### config.mk
export PLATFORM = sky130hd
export DESIGN_NAME = eprom_rd_ctrl
export DESIGN_NICKNAME = d
export VERILOG_FILES = /design/src/rtl/eprom_rd_pkg.sv /design/src/rtl/eprom_rd_timer.sv /design/src/rtl/eprom_rd_seq.sv /design/src/rtl/eprom_rd_rsp.sv /design/src/rtl/eprom_rd_ctrl.sv
export SDC_FILE = /design/constraint.sdc
export NUM_CORES = 1
export LEC_CHECK = 0
export CELL_PAD_IN_SITES_DETAIL_PLACEMENT = 2
export CELL_PAD_IN_SITES_GLOBAL_PLACEMENT = 2
export CORE_ASPECT_RATIO = 0.7
export CORE_MARGIN = 2
export CORE_UTILIZATION = 42
export CTS_CLUSTER_SIZE = 8
export DETAILED_ROUTE_END_ITERATION = 12
export DONT_BUFFER_PORTS = 1
export GPL_ROUTABILITY_DRIVEN = 0
export PLACE_DENSITY = 0.86
export SKIP_LAST_GASP = 1
export SLEW_MARGIN = 0
export SYNTH_ARGS = -nofsm -noshare
export SYNTH_HDL_FRONTEND = slang
export SYNTH_SLANG_ARGS = --single-unit
### constraint.sdc
create_clock -name clk -period 3.62 [get_ports clk]
set_input_delay 0.724 -clock clk [delete_from_list [all_inputs] [get_ports clk]]
set_output_delay 0.724 -clock clk [all_outputs]
set_load 0.005 [all_outputs]
### src/rtl/eprom_rd_pkg.sv
package eprom_rd_pkg;

  typedef enum logic [2:0] {
    ST_IDLE   = 3'd0,
    ST_CE_LOW = 3'd1,
    ST_OE_LOW = 3'd2,
    ST_WAIT   = 3'd3,
    ST_SAMPLE = 3'd4,
    ST_FLOAT  = 3'd5
  } rd_state_e;

  // output-enable access time of a speed grade, in ns
  function automatic int oe_access_ns(input int grade_ns);
    return (grade_ns >= 250) ? 70 : 60;
  endfunction

  // outputs-to-float time after an enable rises, in ns
  function automatic int float_ns(input int grade_ns);
    if (grade_ns <= 150) return 50;
    if (grade_ns <= 200) return 60;
    return 70;
  endfunction

  // ceil(ns * MHz / 1000) plus one margin cycle
  function automatic int ns_to_cycles(input int ns, input int mhz);
    return ((ns * mhz) + 999) / 1000 + 1;
  endfunction

  function automatic int acc_cycles(input int grade_ns, input int mhz);
    return ns_to_cycles(grade_ns, mhz);
  endfunction

  function automatic int oe_cycles(input int grade_ns, input int mhz);
    return ns_to_cycles(oe_access_ns(grade_ns), mhz);
  endfunction

  function automatic int float_cycles(input int grade_ns, input int mhz);
    return ns_to_cycles(float_ns(grade_ns), mhz);
  endfunction

  // delay from chip-enable fall to output-enable fall, never under one cycle
  function automatic int oe_delay_cycles(input int grade_ns, input int mhz);
    int d;
    d = acc_cycles(grade_ns, mhz) - oe_cycles(grade_ns, mhz);
    return (d < 1) ? 1 : d;
  endfunction

  function automatic int max3(input int a, input int b, input int c);
    int m;
    m = (a > b) ? a : b;
    return (m > c) ? m : c;
  endfunction

endpackage

### src/rtl/eprom_rd_timer.sv
module eprom_rd_timer #(
  parameter int CNT_W = 8
) (
  input  logic             clk,
  input  logic             rst_n,
  input  logic             load,
  input  logic [CNT_W-1:0] load_val,
  output logic             done
);

  logic [CNT_W-1:0] cnt_q;

  always_ff @(posedge clk or negedge rst_n) begin
    if (!rst_n) begin
      cnt_q <= '0;
    end else if (load) begin
      cnt_q <= load_val;
    end else if (cnt_q != '0) begin
      cnt_q <= cnt_q - 1'b1;
    end
  end

  assign done = (cnt_q == '0);

endmodule

### src/rtl/eprom_rd_seq.sv
module eprom_rd_seq
  import eprom_rd_pkg::*;
#(
  parameter int ADDR_W  = 12,
  parameter int CNT_W   = 8,
  parameter int D_OE    = 1,
  parameter int N_OE    = 2,
  parameter int N_DF    = 2
) (
  input  logic              clk,
  input  logic              rst_n,
  input  logic              req_valid,
  input  logic [ADDR_W-1:0] req_addr,
  input  logic              rsp_busy,
  output logic              req_ready,
  output logic [ADDR_W-1:0] mem_addr,
  output logic              mem_ce_n,
  output logic              mem_oe_n,
  output logic              cap_en,
  output logic              tmr_load,
  output logic [CNT_W-1:0]  tmr_val,
  input  logic              tmr_done
);

  localparam logic [CNT_W-1:0] CE_HOLD   = CNT_W'(D_OE - 1);
  localparam logic [CNT_W-1:0] OE_HOLD   = CNT_W'(N_OE - 2);
  localparam logic [CNT_W-1:0] FLT_HOLD  = CNT_W'(N_DF - 1);

  rd_state_e state_q;
  logic      take;

  assign req_ready = (state_q == ST_IDLE) && !rsp_busy;
  assign take      = req_valid && req_ready;
  assign cap_en    = (state_q == ST_SAMPLE);

  always_comb begin
    tmr_load = 1'b0;
    tmr_val  = '0;
    unique case (state_q)
      ST_IDLE: begin
        if (take) begin
          tmr_load = 1'b1;
          tmr_val  = CE_HOLD;
        end
      end
      ST_OE_LOW: begin
        tmr_load = 1'b1;
        tmr_val  = OE_HOLD;
      end
      ST_SAMPLE: begin
        tmr_load = 1'b1;
        tmr_val  = FLT_HOLD;
      end
      default: ;
    endcase
  end

  always_ff @(posedge clk or negedge rst_n) begin
    if (!rst_n) begin
      state_q  <= ST_IDLE;
      mem_ce_n <= 1'b1;
      mem_oe_n <= 1'b1;
      mem_addr <= '0;
    end else begin
      unique case (state_q)
        ST_IDLE: begin
          if (take) begin
            state_q  <= ST_CE_LOW;
            mem_ce_n <= 1'b0;
            mem_addr <= req_addr;
          end
        end
        ST_CE_LOW: begin
          if (tmr_done) begin
            state_q  <= ST_OE_LOW;
            mem_oe_n <= 1'b0;
          end
        end
        ST_OE_LOW: state_q <= ST_WAIT;
        ST_WAIT: begin
          if (tmr_done) state_q <= ST_SAMPLE;
        end
        ST_SAMPLE: begin
          state_q  <= ST_FLOAT;
          mem_ce_n <= 1'b1;
          mem_oe_n <= 1'b1;
        end
        ST_FLOAT: begin
          if (tmr_done) state_q <= ST_IDLE;
        end
        default: begin
          state_q  <= ST_IDLE;
          mem_ce_n <= 1'b1;
          mem_oe_n <= 1'b1;
        end
      endcase
    end
  end

endmodule

### src/rtl/eprom_rd_rsp.sv
module eprom_rd_rsp #(
  parameter int DATA_W = 8
) (
  input  logic              clk,
  input  logic              rst_n,
  input  logic              cap_en,
  input  logic [DATA_W-1:0] mem_data,
  input  logic              rsp_ready,
  output logic              rsp_valid,
  output logic [DATA_W-1:0] rsp_data
);

  always_ff @(posedge clk or negedge rst_n) begin
    if (!rst_n) begin
      rsp_valid <= 1'b0;
      rsp_data  <= '0;
    end else if (cap_en) begin
      rsp_valid <= 1'b1;
      rsp_data  <= mem_data;
    end else if (rsp_valid && rsp_ready) begin
      rsp_valid <= 1'b0;
    end
  end

endmodule

### src/rtl/eprom_rd_ctrl.sv
module eprom_rd_ctrl
  import eprom_rd_pkg::*;
#(
  parameter int CLK_MHZ  = 100,
  parameter int GRADE_NS = 250,
  parameter int ADDR_W   = 12,
  parameter int DATA_W   = 8
) (
  input  logic              clk,
  input  logic              rst_n,
  input  logic              req_valid,
  output logic              req_ready,
  input  logic [ADDR_W-1:0] req_addr,
  output logic              rsp_valid,
  input  logic              rsp_ready,
  output logic [DATA_W-1:0] rsp_data,
  output logic [ADDR_W-1:0] mem_addr,
  output logic              mem_ce_n,
  output logic              mem_oe_n,
  input  logic [DATA_W-1:0] mem_data
);

  localparam int N_ACC = acc_cycles(GRADE_NS, CLK_MHZ);
  localparam int N_OE  = oe_cycles(GRADE_NS, CLK_MHZ);
  localparam int N_DF  = float_cycles(GRADE_NS, CLK_MHZ);
  localparam int D_OE  = oe_delay_cycles(GRADE_NS, CLK_MHZ);
  localparam int CNT_W = $clog2(max3(D_OE, N_OE, N_DF) + 1);

  logic             cap_en;
  logic             tmr_load;
  logic [CNT_W-1:0] tmr_val;
  logic             tmr_done;

  eprom_rd_seq #(
    .ADDR_W (ADDR_W),
    .CNT_W  (CNT_W),
    .D_OE   (D_OE),
    .N_OE   (N_OE),
    .N_DF   (N_DF)
  ) u_seq (
    .clk       (clk),
    .rst_n     (rst_n),
    .req_valid (req_valid),
    .req_addr  (req_addr),
    .rsp_busy  (rsp_valid),
    .req_ready (req_ready),
    .mem_addr  (mem_addr),
    .mem_ce_n  (mem_ce_n),
    .mem_oe_n  (mem_oe_n),
    .cap_en    (cap_en),
    .tmr_load  (tmr_load),
    .tmr_val   (tmr_val),
    .tmr_done  (tmr_done)
  );

  eprom_rd_timer #(
    .CNT_W (CNT_W)
  ) u_tmr (
    .clk      (clk),
    .rst_n    (rst_n),
    .load     (tmr_load),
    .load_val (tmr_val),
    .done     (tmr_done)
  );

  eprom_rd_rsp #(
    .DATA_W (DATA_W)
  ) u_rsp (
    .clk       (clk),
    .rst_n     (rst_n),
    .cap_en    (cap_en),
    .mem_data  (mem_data),
    .rsp_ready (rsp_ready),
    .rsp_valid (rsp_valid),
    .rsp_data  (rsp_data)
  );

endmodule

# Yosys cells after proc, flatten, opt, wreduce, memory -nomap -nowiden

Cells that the tools add are included.

Memory bits (read-only): 0
Word-level logic and storage cells: 52
RAM bits: 0
Input port bits: 24
Bits in latches: 0
Register bits after elaboration: 31
Output and inout bits: 24
Memories: 0

Eq/ne operators: 9
Add/subtract/negate cells: 1
Bitwise logic cells: 2
Divide/modulo/power cells: 0
Muxes and demuxes: 17
Shifts and indexed selects: 0
Magnitude comparators: 0
Reduce and logical (&&, ||, !) cells: 16
Multiply operators: 0

Operators with widths:

| operator              | number |
|---|---|
| $pmux W3 S6           | 1 |
| $mux W5               | 3 |
| $pmux W5 S3           | 1 |
| $mux W3               | 4 |
| $reduce_or A4 Y1      | 2 |
| $eq A3 B2 Y1 const B  | 2 |
| $eq A3 B3 Y1 const B  | 2 |
| $ne A2 B2 Y1 const B  | 3 |
| $pmux W1 S2           | 3 |
| $reduce_and A2 Y1     | 3 |
| $logic_not A5 Y1      | 1 |
| $mux W1               | 5 |
| $reduce_bool A5 Y1    | 1 |
| $sub A5 B1 Y5 const B | 1 |
| $reduce_and A4 Y1     | 1 |
| $reduce_bool A2 Y1    | 2 |
| $eq A3 B1 Y1 const B  | 1 |
| $logic_and A1 B1 Y1   | 3 |
| $logic_not A3 Y1      | 1 |
| $ne A2 B1 Y1 const B  | 1 |
| $not A1 Y1            | 2 |
| $reduce_or A2 Y1      | 1 |
| $logic_not A1 Y1      | 1 |

# Longest topological paths before layout

Word-level depth: 6
Gate-level depth with buffers: 6
Mapped depth without buffers: 5

# Modules after synthesis

From an unflattened synthesis, not the netlist that was laid out.

Cell total of the unflattened synthesis: 107
Area total of the unflattened synthesis: 1446.4 sq um

Modules (own cells, without submodules):

| module         | area an instance (sq um) | cells an instance | instances |
|---|---|---|---|
| eprom_rd_seq   | 798.3                    | 60                | 1 |
| eprom_rd_rsp   | 369.1                    | 20                | 1 |
| eprom_rd_timer | 279.0                    | 27                | 1 |

# Worst setup path after synthesis

Ideal clock, no wire load.

Path kind: reg2reg
Start: register u_tmr.cnt_q[0]
End: register u_tmr.cnt_q[0]
Library setup time: 0.086 ns
Data required time: 3.534 ns
Data arrival time: 1.610 ns
Path buffers: 0
Slack: 1.924 ns
Cell stages (with the launch flop): 6
Cell sequence: dfrtp_1 inv_1 ha_1 or4b_4 or3_1 a32oi_1

Cells in the longest elaborated chain, start to end: 3

RTL lines:

| element                  | RTL line             | RTL |
|---|---|---|
| start: declaration       | eprom_rd_timer.sv:11 | `logic [CNT_W-1:0] cnt_q;` |
| start signal: assignment | eprom_rd_timer.sv:17 | `cnt_q <= load_val;` |
| start signal: assignment | eprom_rd_timer.sv:19 | `cnt_q <= cnt_q - 1'b1;` |
| $sub A5 B1 Y5            | eprom_rd_timer.sv:19 |  |
| $mux W5                  | eprom_rd_timer.sv:18 | `end else if (cnt_q != '0) begin` |
| $mux W5                  | eprom_rd_timer.sv:16 | `end else if (load) begin` |

Parallel ways exist; a longest one is shown, timed or not. The select of a mux whose other input is x is not followed.
A chain may end at the register's enable or synchronous reset.

# Worst setup path in the final report

Start: register u_seq.state_q[0]
End: register u_seq.mem_addr[1]

Cells in the longest elaborated chain, start to end: 4

RTL lines:

| element                     | RTL line            | RTL |
|---|---|---|
| start: declaration          | eprom_rd_seq.sv:29  | `rd_state_e state_q;` |
| start signal: assignment    | eprom_rd_seq.sv:60  | `state_q <= ST_IDLE;` |
| start signal: assignment    | eprom_rd_seq.sv:68  | `state_q <= ST_CE_LOW;` |
| start signal: assignment    | eprom_rd_seq.sv:75  | `state_q <= ST_OE_LOW;` |
| $logic_not A3 Y1            | eprom_rd_seq.sv:32  | `assign req_ready = (state_q == ST_IDLE) && !rsp_busy;` |
| $logic_and A1 B1 Y1         | eprom_rd_seq.sv:32  |  |
| net req_ready               | eprom_rd_ctrl.sv:12 | `output logic req_ready,` |
| $logic_and A1 B1 Y1         | eprom_rd_seq.sv:33  | `assign take = req_valid && req_ready;` |
| $reduce_and A2 Y1 (no line) | n/a                 |  |
| end signal: assignment      | eprom_rd_seq.sv:70  | `mem_addr <= req_addr;` |
| end: declaration            | eprom_rd_seq.sv:16  | `output logic [ADDR_W-1:0] mem_addr,` |

The timed path passes the listed nets, and every way through them passes these cells.

==> flow_summary_export.csv <==
group,metric,value,unit
yosys,synth_area,1360,um^2
pwr,p_comb_share,26.4,%
timing,slew_headroom,42.5,%
clock_tree,cts_buffer_depth,2,
yosys,synth.distinct_cells,32,
drt,antenna_left,0,
cells_and_area,layout-drive-gt1-share,32.4,%
clock_tree,cts_root_buf,"clkbuf_8",
grt,grtUsageTotal,17.7,%
placed_design,dp_hpwl,2.12,mm
floorplanning,core,3130,um^2
cells_and_area,diodes,0,
cells_and_area,mostFrequentLayoutCells,"29 x dfrtp_1, 20 x mux2_2, 5 x clkbuf_8",
cells_and_area,layout.nets,129,
critical_path,crit_path_end_kind,"register",
drt,firstDrtPassIters,4,
grt,antenna_found_initial,0,
clock_tree,htreeDepth,2,
yosys,ys.warnings.count,0,
cells_and_area,stdcell_area,1450,um^2
critical_path,r2r-end,"u_seq.mem_addr[1]$_DFFE_PN0P_",
critical_path,worstSetupStartpointType,"register",
timing,fin_tns_setup,0,ps
clock_tree,clk_latency,280,ps
floorplanning,rows,17,
timing,hold_violations,0,
yosys,yosysSeqAreaShare,57.3,%
critical_path,slowest_delay,570,ps
critical_path,worst-setup-path-type,"reg -> reg",
clock_tree,path_clk_slew,60,ps
grt,grt_max_degree,32,
min_path,hold_class,"in -> async",
clock_tree,hold_buffers,0,
pwr,p_total,1.23,mW
drt,wl_per_cell,19.6,um
critical_path,crit_path_cell_trace,"nor4_4 -> and2_1 -> mux2_2",
critical_path,worst-r2r-setup-slack,1590,ps
pwr,p_sw,404,uW
pwr,p_clk_share,20.4,%
clock_tree,post-cts-setup-buffers,0,
drt,vias,815,
timing,period_share,56.1,%
yosys,syn_inst,102,
timing,rsz0062_at_grt,"false",
critical_path,path_max_fanout,14,
pwr,p_leak,0.644,nW
placed_design,io_buffer_count,0,
placed_design,post_dp_cell_area,1370,um^2
drt,drt_iter0_drc,10,
clock_tree,cts_tree,"built",
timing,worstMarginPinSlew,860,ps
flow_run,drv_cap,0,
timing,fin_crit,2030,ps
pwr,switching_share,32.8,%
floorplanning,die_area,3710,um^2
yosys,synth_nets,127,
grt,grt_pass1_wl,4.75,mm
grt,overflow,0,
pwr,internal-power,826,uW
timing,clock_skew,4.77,ps
pwr,p_seq_share,53.2,%
run_status,status,"finished, final reports clean",
timing,fmax,493,MHz
critical_path,cpMaxStageDelayCell,"and2_1",
timing,slew_viol_final,0,
pwr,powerDensity,847,nW/um^2
drt,viasPerCell,5.70,
critical_path,reg2reg_depth,3,
cells_and_area,fill_cells,316,
floorplanning,start_util,43.4,%
cells_and_area,area_growth,6.91,%
critical_path,regToRegStartpoint,"u_seq.state_q[0]$_DFFE_PN0P_",
critical_path,worstPathRequired,3780,ps
yosys,syn_area_per_cell,13.3,um^2
grt,grt_pass1_vias,952,
drt,wirelength,2.80,mm
pwr,irDropWorstVdd,0.000205,V
clock_tree,cts_buffers,5,
floorplanning,die_w,72.0,um
drt,drc,0,
timing,setup_viol,0,
yosys,ys_ff_latch,31,
floorplanning,io_pins,48,
critical_path,crit_arrival,2190,ps
clock_tree,cts_sinks,31,
clock_tree,post_cts_resized,0,
cells_and_area,final_common_cell,"dfrtp_1",
critical_path,path_delay_family,"simple AND/OR/NAND/NOR gates",
floorplanning,die_height,51.6,um
critical_path,worst-path-buf-inv,0,
==> worst max path at each step <==
stage	start	slack (ps)	end	cells past startpoint
3_3_place_gp	u_seq.state_q[0]$_DFFE_PN0P_	1690	u_seq.mem_addr[1]$_DFFE_PN0P_	3
4_1_cts	u_seq.state_q[0]$_DFFE_PN0P_	1560	u_seq.mem_addr[1]$_DFFE_PN0P_	3
5_1_grt	u_seq.state_q[0]$_DFFE_PN0P_	1470	u_seq.mem_addr[4]$_DFFE_PN0P_	3
2_1_floorplan	u_tmr.cnt_q[0]$_DFFE_PN0P_	1920	u_tmr.cnt_q[0]$_DFFE_PN0P_	5
3_5_place_dp	u_seq.state_q[0]$_DFFE_PN0P_	1570	u_seq.mem_addr[1]$_DFFE_PN0P_	3
6_report	u_seq.state_q[0]$_DFFE_PN0P_	1590	u_seq.mem_addr[1]$_DFFE_PN0P_	3
==> cells in the mapped netlist <==
master / instances / share of area (%)
a31o_2: 2 / 1.3
or4b_4: 1 / 1.0
nor2b_1: 1 / 0.46
nor4b_2: 1 / 1.1
nor2_1: 3 / 0.83
o21bai_1: 1 / 0.55
o21ai_0: 3 / 1.1
clkbuf_1: 2 / 0.55
a21o_1: 2 / 1.1
and2_1: 1 / 0.46
nor3_1: 1 / 0.37
dfrtp_1: 29 / 53
a221oi_1: 1 / 0.65
xnor2_1: 2 / 1.3
a31oi_1: 1 / 0.46
xor2_1: 1 / 0.65
inv_1: 4 / 1.1
a32oi_1: 1 / 0.65
or3_1: 2 / 0.92
nand2b_1: 4 / 1.8
dfstp_2: 2 / 3.9
nor4_1: 2 / 0.92
a21oi_1: 3 / 1.1
buf_2: 1 / 0.37
mux2_2: 20 / 17
nand2_1: 4 / 1.1
nand3_1: 1 / 0.37
nor4_4: 1 / 1.6
mux2i_1: 1 / 0.74
ha_1: 1 / 0.92
buf_6: 2 / 1.7
nor3b_2: 1 / 0.92
==> kinds of logic after synthesis <==
kind of cell | Yosys count | share of synthesized area (%)
DFF | 31 | 57.3
and+or+nand+nor | 23 | 11.9
muxes | 21 | 17.3
AOI/OAI and AO/OA | 14 | 6.91
buffers and inverters | 9 | 3.69
xor gates and xnor gates | 3 | 1.94
adders and majority gates | 1 | 0.922
==> power by group through the flow <==
stage	clock [mW]	combinational, mW	sequential (mW)
4_1_cts	0.260	0.332	0.659
3_3_place_gp	0	0.297	0.646
3_5_place_dp	0	0.334	0.663
6_report	0.251	0.325	0.654
5_1_grt	0.278	0.371	0.682
2_1_floorplan	0	0.312	0.594
==> metrics by stage <==
step                      hold WS, ps  setup WS [ps]  cells  utilization [%]
final                             139           1590    143             46.4
after CTS                         128           1560    143             46.4
after floorplan                   428           1920    102                -
after detailed placement          429           1570    135             43.8
after global placement            429           1690    135             43.8
after global routing              118           1470    143             46.4
==> state kept, by name (all words and copies together), names as in the netlist <==
name,flops
u_rsp.rsp_data,8
u_tmr.cnt_q,5
u_rsp.rsp_valid,1
u_seq.mem_addr,12
u_seq.mem_ce_n,1
u_seq.mem_oe_n,1
u_seq.state_q,3
==> layer usage <==
metal / routed length [um] / up-vias / GRT usage (%)
met5: 0 / - / 0
li1: - / 360 / -
met4: 41 / 0 / 9.43
met1: 1090 / 419 / 20.5
met3: 202 / 4 / 6.78
met2: 1460 / 32 / 28.9
==> cell type report <==
type                            count  area (um^2)  share of cell area [%]
Clock inverter                      1         5.00                   0.345
Clock buffer                        7         76.3                    5.26
Sequential cell                    31          778                    53.6
Multi-Input combinational cell     62          529                    36.5
Tap cell                           38         47.5                    3.28
Inverter                            4         15.0                    1.03
Power figures use the tool's default switching activity.
